===== config.mk =====
export PLATFORM = sky130hd
export DESIGN_NAME = wuc_wake_ctrl
export DESIGN_NICKNAME = d
export VERILOG_FILES = /design/src/rtl/wuc_pkg.sv /design/src/rtl/wuc_sync.sv /design/src/rtl/wuc_group.sv /design/src/rtl/wuc_regif.sv /design/src/rtl/wuc_wake_ctrl.sv
export SDC_FILE = /design/constraint.sdc
export NUM_CORES = 2
export LEC_CHECK = 0
export BUFFER_PORTS_ARGS = -buffer_cell sky130_fd_sc_hd__buf_2
export CAP_MARGIN = 15
export CORE_MARGIN = 2
export CORE_UTILIZATION = 30
export CTS_BUF_LIST = sky130_fd_sc_hd__clkbuf_4 sky130_fd_sc_hd__clkbuf_8
export DETAILED_ROUTE_END_ITERATION = 8
export PLACE_DENSITY = 0.55
export SETUP_SLACK_MARGIN = 0.15
export SLEW_MARGIN = 20
export SYNTH_ARGS = -nofsm -noshare
export SYNTH_HDL_FRONTEND = slang
export SYNTH_HIERARCHICAL = 1
export SYNTH_SLANG_ARGS = --single-unit

===== constraint.sdc =====
create_clock -name clk -period 4.6 [get_ports clk]
set_input_delay 0.69 -clock clk [delete_from_list [all_inputs] [get_ports clk]]
set_output_delay 0.69 -clock clk [all_outputs]
set_load 0.1 [all_outputs]

===== src/rtl/wuc_pkg.sv =====
package wuc_pkg;

    localparam int GRP_W      = 8;
    localparam int NUM_GRP    = 16;
    localparam int GRP_IDX_W  = $clog2(NUM_GRP);
    localparam int ADDR_W     = 8;
    localparam int LOW_GRPS   = 4;
    localparam logic [ADDR_W-1:0] WIN_BASE  = 8'h0C;
    localparam logic [ADDR_W-1:0] BOTH_BASE = 8'h3C;

    typedef logic [GRP_W-1:0] byte_t;

    typedef enum logic [1:0] {
        K_MODE = 2'd0,
        K_STAT = 2'd1,
        K_EN   = 2'd2,
        K_BOTH = 2'd3
    } reg_kind_e;

    typedef struct packed {
        byte_t mode;
        byte_t stat;
        byte_t en;
        byte_t both;
    } grp_regs_t;

    typedef struct packed {
        logic mode;
        logic stat;
        logic en;
        logic both;
    } grp_wr_t;

    typedef struct packed {
        logic                 hit;
        logic [GRP_IDX_W-1:0] grp;
        reg_kind_e            kind;
    } dec_t;

    // Address decode of the fixed byte map
    function automatic dec_t wuc_decode(input logic [ADDR_W-1:0] a);
        dec_t d;
        logic [ADDR_W-1:0] off;
        d.hit  = 1'b0;
        d.grp  = '0;
        d.kind = K_MODE;
        off    = a - WIN_BASE;
        if (a < WIN_BASE) begin
            d.hit  = 1'b1;
            d.grp  = GRP_IDX_W'(a[1:0]);
            d.kind = reg_kind_e'(a[3:2]);
        end else if (a >= BOTH_BASE && a <= BOTH_BASE + 8'd3) begin
            d.hit  = 1'b1;
            d.grp  = GRP_IDX_W'(a[1:0]);
            d.kind = K_BOTH;
        end else if (a < BOTH_BASE) begin
            d.grp = GRP_IDX_W'(LOW_GRPS) + GRP_IDX_W'(off[5:2]);
            case (off[1:0])
                2'd0:    begin d.hit = 1'b1; d.kind = K_MODE; end
                2'd1:    begin d.hit = 1'b1; d.kind = K_STAT; end
                2'd3:    begin d.hit = 1'b1; d.kind = K_BOTH; end
                default: d.hit = 1'b0;
            endcase
        end
        return d;
    endfunction

    // Per-line detection for one byte of lines
    function automatic byte_t edge_match(input byte_t cur, input byte_t old,
                                         input byte_t mode, input byte_t both);
        byte_t rise;
        byte_t fall;
        rise = cur & ~old;
        fall = ~cur & old;
        return (both & (rise | fall)) | (~both & ((mode & fall) | (~mode & rise)));
    endfunction

endpackage


===== src/rtl/wuc_sync.sv =====
module wuc_sync #(
    parameter int W      = 8,
    parameter int STAGES = 2
) (
    input  logic         clk,
    input  logic         rst,
    input  logic [W-1:0] d,
    output logic [W-1:0] q
);
    logic [W-1:0] stg [STAGES];

    always_ff @(posedge clk) begin
        if (rst) begin
            for (int i = 0; i < STAGES; i++) stg[i] <= '0;
        end else begin
            stg[0] <= d;
            for (int i = 1; i < STAGES; i++) stg[i] <= stg[i-1];
        end
    end

    assign q = stg[STAGES-1];
endmodule


===== src/rtl/wuc_group.sv =====
module wuc_group
    import wuc_pkg::*;
#(
    parameter bit HAS_EN      = 1'b1,
    parameter int SYNC_STAGES = 2
) (
    input  logic      clk,
    input  logic      rst,
    input  byte_t     pins,
    input  grp_wr_t   wr,
    input  byte_t     wdata,
    output grp_regs_t regs,
    output logic      wake
);
    byte_t lvl, prev_q, edge_hit;
    byte_t mode_q, stat_q, both_q, en_q, eff_en;

    wuc_sync #(.W(GRP_W), .STAGES(SYNC_STAGES)) u_sync (
        .clk(clk), .rst(rst), .d(pins), .q(lvl)
    );

    always_ff @(posedge clk) begin
        if (rst) prev_q <= '0;
        else     prev_q <= lvl;
    end

    assign edge_hit = edge_match(lvl, prev_q, mode_q, both_q);

    always_ff @(posedge clk) begin
        if (rst) begin
            mode_q <= '0;
            both_q <= '0;
            stat_q <= '0;
        end else begin
            if (wr.mode) mode_q <= wdata;
            if (wr.both) both_q <= wdata;
            // new event wins over a same-edge clear
            stat_q <= (stat_q & ~(wr.stat ? wdata : '0)) | edge_hit;
        end
    end

    generate
        if (HAS_EN) begin : g_en
            always_ff @(posedge clk) begin
                if (rst)        en_q <= '0;
                else if (wr.en) en_q <= wdata;
            end
            assign eff_en = en_q;
        end else begin : g_no_en
            assign en_q   = '0;
            assign eff_en = '1;
        end
    endgenerate

    assign wake = |(stat_q & eff_en);

    always_comb begin
        regs.mode = mode_q;
        regs.stat = stat_q;
        regs.en   = en_q;
        regs.both = both_q;
    end


    stat_sticky_chk: assert property (@(posedge clk) disable iff (rst)
        (|edge_hit) |=> ((stat_q & $past(edge_hit)) == $past(edge_hit)));


    stat_clear_chk: assert property (@(posedge clk) disable iff (rst)
        (wr.stat) |=> ((stat_q & $past(wdata & ~edge_hit)) == '0));


    stat_hold_chk: assert property (@(posedge clk) disable iff (rst)
        (!wr.stat && edge_hit == '0) |=> $stable(stat_q));
endmodule


===== src/rtl/wuc_regif.sv =====
module wuc_regif
    import wuc_pkg::*;
(
    input  logic                      reg_wr,
    input  logic [ADDR_W-1:0]         reg_addr,
    input  grp_regs_t [NUM_GRP-1:0]   regs,
    output grp_wr_t   [NUM_GRP-1:0]   wr_str,
    output byte_t                     reg_rdata
);
    dec_t dec;
    assign dec = wuc_decode(reg_addr);

    generate
        for (genvar g = 0; g < NUM_GRP; g++) begin : g_str
            logic sel;
            assign sel            = reg_wr && dec.hit && (dec.grp == GRP_IDX_W'(g));
            assign wr_str[g].mode = sel && (dec.kind == K_MODE);
            assign wr_str[g].stat = sel && (dec.kind == K_STAT);
            assign wr_str[g].en   = sel && (dec.kind == K_EN);
            assign wr_str[g].both = sel && (dec.kind == K_BOTH);
        end
    endgenerate

    always_comb begin
        reg_rdata = '0;
        if (dec.hit) begin
            case (dec.kind)
                K_MODE:  reg_rdata = regs[dec.grp].mode;
                K_STAT:  reg_rdata = regs[dec.grp].stat;
                K_EN:    reg_rdata = regs[dec.grp].en;
                default: reg_rdata = regs[dec.grp].both;
            endcase
        end
    end
endmodule


===== src/rtl/wuc_wake_ctrl.sv =====
module wuc_wake_ctrl
    import wuc_pkg::*;
#(
    parameter logic [NUM_GRP-1:0] GRP_HAS_EN  = 16'h000D,
    parameter int                 SYNC_STAGES = 2
) (
    input  logic                     clk,
    input  logic                     rst,
    input  logic [NUM_GRP*GRP_W-1:0] wake_in,
    input  logic [ADDR_W-1:0]        reg_addr,
    input  logic                     reg_wr,
    input  logic [GRP_W-1:0]         reg_wdata,
    output logic [GRP_W-1:0]         reg_rdata,
    output logic                     wake_req
);
    localparam int CFG_W = 3 * GRP_W;

    grp_regs_t [NUM_GRP-1:0] regs;
    grp_wr_t   [NUM_GRP-1:0] wr_str;
    logic      [NUM_GRP-1:0] grp_wake;
    logic [NUM_GRP*CFG_W-1:0] cfg_all;
    dec_t top_dec;

    wuc_regif u_regif (
        .reg_wr(reg_wr), .reg_addr(reg_addr), .regs(regs),
        .wr_str(wr_str), .reg_rdata(reg_rdata)
    );

    generate
        for (genvar g = 0; g < NUM_GRP; g++) begin : g_grp
            wuc_group #(.HAS_EN(GRP_HAS_EN[g]), .SYNC_STAGES(SYNC_STAGES)) u_grp (
                .clk(clk), .rst(rst),
                .pins(wake_in[g*GRP_W +: GRP_W]),
                .wr(wr_str[g]), .wdata(reg_wdata),
                .regs(regs[g]), .wake(grp_wake[g])
            );
            assign cfg_all[g*CFG_W +: CFG_W] = {regs[g].mode, regs[g].en, regs[g].both};
        end
    endgenerate

    assign wake_req = |grp_wake;
    assign top_dec  = wuc_decode(reg_addr);


    unmapped_wr_chk: assert property (@(posedge clk) disable iff (rst)
        (reg_wr && !top_dec.hit) |=> $stable(cfg_all));


    reset_idle_chk: assert property (@(posedge clk)
        $past(rst) |-> (!wake_req && cfg_all == '0));
endmodule


---- After elaboration in Yosys (flattened, before gate mapping) ----
Memories as Yosys holds them, arrays and structs flattened.
Index checks and enable logic that the tools add are counted.
W data, S select, Z words.
word-level totals
  word-level logic and storage cells ...... 535
  memories kept ........................... 16
  flip-flop bits (word level) ............. 536
  RAM bits ................................ 256
cells by class
  add/subtract/negate cells ............... 2
  multiplexer cells ....................... 60
  reduce and logical (&&, ||, !) cells .... 74
  magnitude comparators ................... 5
  bitwise logic cells ..................... 291
  equal/unequal tests ..................... 20
memories
  memory                      words  width  read ports  clocked after Yosys merged registers in  wr ports  line            source
  g_grp[0].u_grp.u_sync.stg   2      8      2           0                                        2         wuc_sync.sv:10  logic [W-1:0] stg [STAGES];
  g_grp[10].u_grp.u_sync.stg  2      8      2           0                                        2         wuc_sync.sv:10
  g_grp[11].u_grp.u_sync.stg  2      8      2           0                                        2         wuc_sync.sv:10
  g_grp[12].u_grp.u_sync.stg  2      8      2           0                                        2         wuc_sync.sv:10
  g_grp[13].u_grp.u_sync.stg  2      8      2           0                                        2         wuc_sync.sv:10
  g_grp[14].u_grp.u_sync.stg  2      8      2           0                                        2         wuc_sync.sv:10
  10 more memories            --     --     --          --                                       --        --
operators by type and width
  kind                   count
  $and A8 B8 Y8          115
  $not A8 Y8             80
  $or A8 B8 Y8           64
  $mux W8                49
  $bmux W32 S4           1
  $reduce_or A128 Y1     1
  $logic_and A1 B1 Y1    69
  $eq A4 B4 Y1 const B   8
  $mux W32               1
  $or A1 B1 Y1           32
  $pmux W8 S3            1
  $mux W7                3
  $eq A4 B3 Y1 const B   4
  $eq A4 B2 Y1 const B   2
  $ge A8 B6 Y1 const B   1
  $le A8 B6 Y1 const B   1
  $lt A8 B4 Y1 const B   1
  $lt A8 B6 Y1 const B   1
  $eq A2 B2 Y1 const B   3
  $sub A6 B4 Y6 const B  1
  $lt A4 B5 Y1 const B   1
  $add A3 B4 Y4 const A  1
  $eq A2 B1 Y1 const B   2
  $eq A4 B1 Y1 const B   1
  other kinds (5)        9

---- Logic depth before layout (Yosys ltp) ----
  depth after elaboration ................. 14
  depth in mapped cells ................... 14
  depth with buffers taken out ............ 10

---- Cells and area by module ----
The synthesis kept the hierarchy.
by module, submodules not included
  module                            area an instance (sq um)  times used  cells each  seq. area each (sq um)
  wuc_group at g_grp[10].u_grp ...  1559.0                    13          170         640.6
  wuc_sync                          524.3                     16          41          320.3
  wuc_group at g_grp[0].u_grp ...   1795.5                    3           189         800.8
  wuc_regif                         3897.5                    1           650         0.0
  wuc_wake_ctrl                     31.3                      1           5           0.0

---- Worst setup path after synthesis ----
OpenSTA, ideal clock, no wires.
  path kind ............................... in2out
  start point ............................. in reg_addr[2]
  end point ............................... out reg_rdata[1]
  data arrival time ....................... 5095 ps
  data required time ...................... 3910 ps
  path slack .............................. -1185 ps
  stages on the path ...................... 12
  cell sequence ........................... ha_1 buf_2 and3_1 o2111ai_1 and2_1 buf_4 buf_2 clkbuf_1 nor2_1 nor3_1 o21ai_0 a311oi_1
between the ends
  longest elaborated chain between the ends .. 9
RTL lines
  item                            line                 source
  start: declaration              wuc_wake_ctrl.sv:10  input logic [ADDR_W-1:0] reg_addr,
  $sub A6 B4 Y6                   --
  $add A3 B4 Y4                   wuc_pkg.sv:57        d.grp = GRP_IDX_W'(LOW_GRPS) + GRP_IDX_W'(off[5:2]);
  $mux W7                         wuc_pkg.sv:56        end else if (a < BOTH_BASE) begin
  $mux W7                         wuc_pkg.sv:52        end else if (a >= BOTH_BASE && a <= BOTH_BASE + 8'd3) begin
  $mux W7 *                       wuc_pkg.sv:48        if (a < WIN_BASE) begin
  $bmux W32 S4                    --
  $mux W32 (implied by the code)  wuc_regif.sv:28      K_MODE: reg_rdata = regs[dec.grp].mode;
  $pmux W8 S3                     wuc_regif.sv:27      case (dec.kind)
  $mux W8 *                       wuc_regif.sv:26      if (dec.hit) begin
  end: declaration                wuc_wake_ctrl.sv:13  output logic [GRP_W-1:0] reg_rdata,
Every way passes the cells marked *; elsewhere a longest branch is shown, timed or not. The select of a mux whose other input is x is not followed.

---- Worst setup path after layout ----
  start point ............................. in reg_addr[3]
  end point ............................... out reg_rdata[4]
Same word-level chain as after synthesis.

==> impl_results.md <==
* Status: finished clean
* Cells after synthesis at just under 4000
* Routed wire per std cell at between 20 and 25 um
* CP Capture Type: primary output
* Mapped Area at around 37000 um2
* Detailed-route DRC error count at 0
* CTS tree: yes
* Final Setup Violations at 0
* Register-to-Register Path Depth at 5
* Crit-path max FO at 6
* Crit path kind: in2out
* Io pins at around 160
* Grt ovf at 0
* Rows at between 100 and 150
* Clk buf depth at 3
* Via count at around 29000
* Finished Layout Cells at 6001
* Die ar. at between 100000 and 150000 um2
* DP Wirelength at between 90000 and 100000 um
* Syn_area_per_cell at about 9.4 um2
* Fin Hold WS at slightly above 100 ps
* Reg-to-reg endpoint: g_grp[12].u_grp/stat_q[4]
* Power density over the cells at between 300 and 400 nW/um2
* Worst slew pin tran at between 1000 and 1500 ps
* Hold crit path type: in2reg
* Hold EP: g_grp[11].u_grp/u_sync/stg[0][5]
* Port-buffer cells at roughly 160
* Slew Viols, Final at 0
* Clock sinks at about 790
* CP arrival at around 3800 ps
* Clock slew at reported path FFs at 60 ps
* Util after Layout at between 30% and 40%
* Detail Route Antenna Nets at 0
* Placed cell area at 39700 um2
* Final GP Congestion at between 0.9 and 1
* Yosys warns at 6
* Hold path start: wake_in[93]
* Fin area at about 44000 um2
* Initial DRT Pass Iterations at 5
* Final period util at a little over nine tenths
* Total negative setup slack at 0 ps
* Core area at between 100000 and 150000 um2
* CTS Buf Count at 144
* Pin count of the biggest net entering global routing at 91
* Fmax at ~230 MHz
* Reg-to-reg setup timing slack at approximately 3400 ps
* Initial DRC Count at 2261
* Final WS setup at 156 ps
* Worst hold stages at 2
* Period minus WS final at 4440 ps
* VDD IR max at between 200 and 250 uV
* Req. time, crit path at 3910 ps
* Placed Cells at around 5600
* Routed vias/inst at approximately 4.8
* Initial core utilization at about 30%
* Leakage at roughly 16 nW
* Tot Pwr at 15.7 mW
* Nets at around 4700
* Max_slew headroom at between 20% and 30%
* CTS HTree Levels at 4
* Pre-CTS WS at -77.5 ps
* Startpoint Class: primary input
* Number of global-route vias before repair at approximately 28000
* Clk root buf: clkbuf_8
* Skew-Pair Late Insertion Delay at 830 ps
* Area Overhead vs Synth at 18.9%
* Hold Vio Cnt, Final at 0
* Max_cap viols at 0
* GRT Overall Usage at between 10% and 20%
* Die W at about 360 um
* RSZ-0062 raised after global routing: yes
* Reg-to-reg critical path startpoint: g_grp[12].u_grp/u_sync/stg[0][12]
* Global-route wire length before repair at about 180000 um
* Clock Skews at just under 50 ps
* Initial antenna violation count at 6
* Routed wire length at between 100000 and 150000 um
* Fraction of layout cells with a size suffix above 1 at about a fifth
* Die Y at roughly 360 um
-- routing by layer --
layer  vias to the layer above  GRT usage [%]  wire, um
li1                      13800              -         -
met1                     13900           26.1     56800
met2                       929           30.9     56300
met3                       210           3.61      8120
met4                         8           6.29      3530
met5                         -              0        46
-- registers in the layout, indices dropped and copies added (netlist names) --
| signal | flops |
|---|---|
| g_grp.u_grp/u_sync/stg | 256 |
| g_grp.u_grp/mode_q | 128 |
| g_grp.u_grp/prev_q | 128 |
| g_grp.u_grp/both_q | 128 |
| g_grp.u_grp/eff_en | 24 |
| g_grp.u_grp/stat_q | 128 |
-- critical path: stages --
cell and delay (ps):
buf_4 130, ha_4 170, or3_4 370, buf_6 150
a211o_4 360, and2_4 180, buf_4 170, buf_4 160
o22ai_1 170, o21ai_0 180, and4_1 270, o41a_1 400
buf_4 170, buf_12 160
-- where the power goes --
| part | switching, mW | total (mW) | internal [mW] |
|---|---|---|---|
| Sequential | 0.182 | 7.25 | 7.06 |
| Clock | 3.07 | 7.13 | 4.05 |
| Combinational | 0.749 | 1.32 | 0.572 |
-- final cells by class --
class                           count  area, um2
Antenna cell                        2       5.00
Clock buffer                      224       2790
Clock inverter                     30        313
Fill cell                       12600      79000
Inverter                          261        980
Multi-Input combinational cell   2585      18300
Sequential cell                   792      15900
Tap cell                         1637       2050
Timing Repair Buffer              470       3840
-- repair_timing --
item / 4_1_cts / 5_1_grt
hold buffers: 99 / 0
cloned: 1 / 3
setup endpoints to repair: 7 / 8
endpoints found under the hold margin: 99 / 0
setup buffers: 5 / 11
pin swaps: 4 / 11
gates resized for setup: 16 / 19
-- how the worst max path moves through the flow --
stage                startpoint           end  cells after the start
floorplan           reg_addr[2]  reg_rdata[1]                      9
global placement    reg_addr[2]  reg_rdata[0]                     13
detailed placement  reg_addr[2]  reg_rdata[0]                     13
CTS                 reg_addr[2]  reg_rdata[6]                     13
global route        reg_addr[3]  reg_rdata[5]                     15
finish              reg_addr[3]  reg_rdata[4]                     14
-- layout by cell type, fill, tap and decap left out, types with 15 or more instances in the layout --
cell type and count:
clkbuf_4 47, a21oi_1 338, buf_2 145, o21ai_0 43
o22ai_1 111, dlygate4sd3_1 99, clkinv_2 15, mux2i_1 408
ha_1 256, nand2_1 160, inv_1 261, buf_12 28
nor2b_1 178, nor2b_2 112, and2b_2 96, or2_0 128
nor3_1 51, o41ai_1 16, clkbuf_8 177, o221ai_1 15
buf_4 190, nor2_1 462, nor4_1 31, dfxtp_1 792
Note: power is estimated with default switching activity, not from simulation.
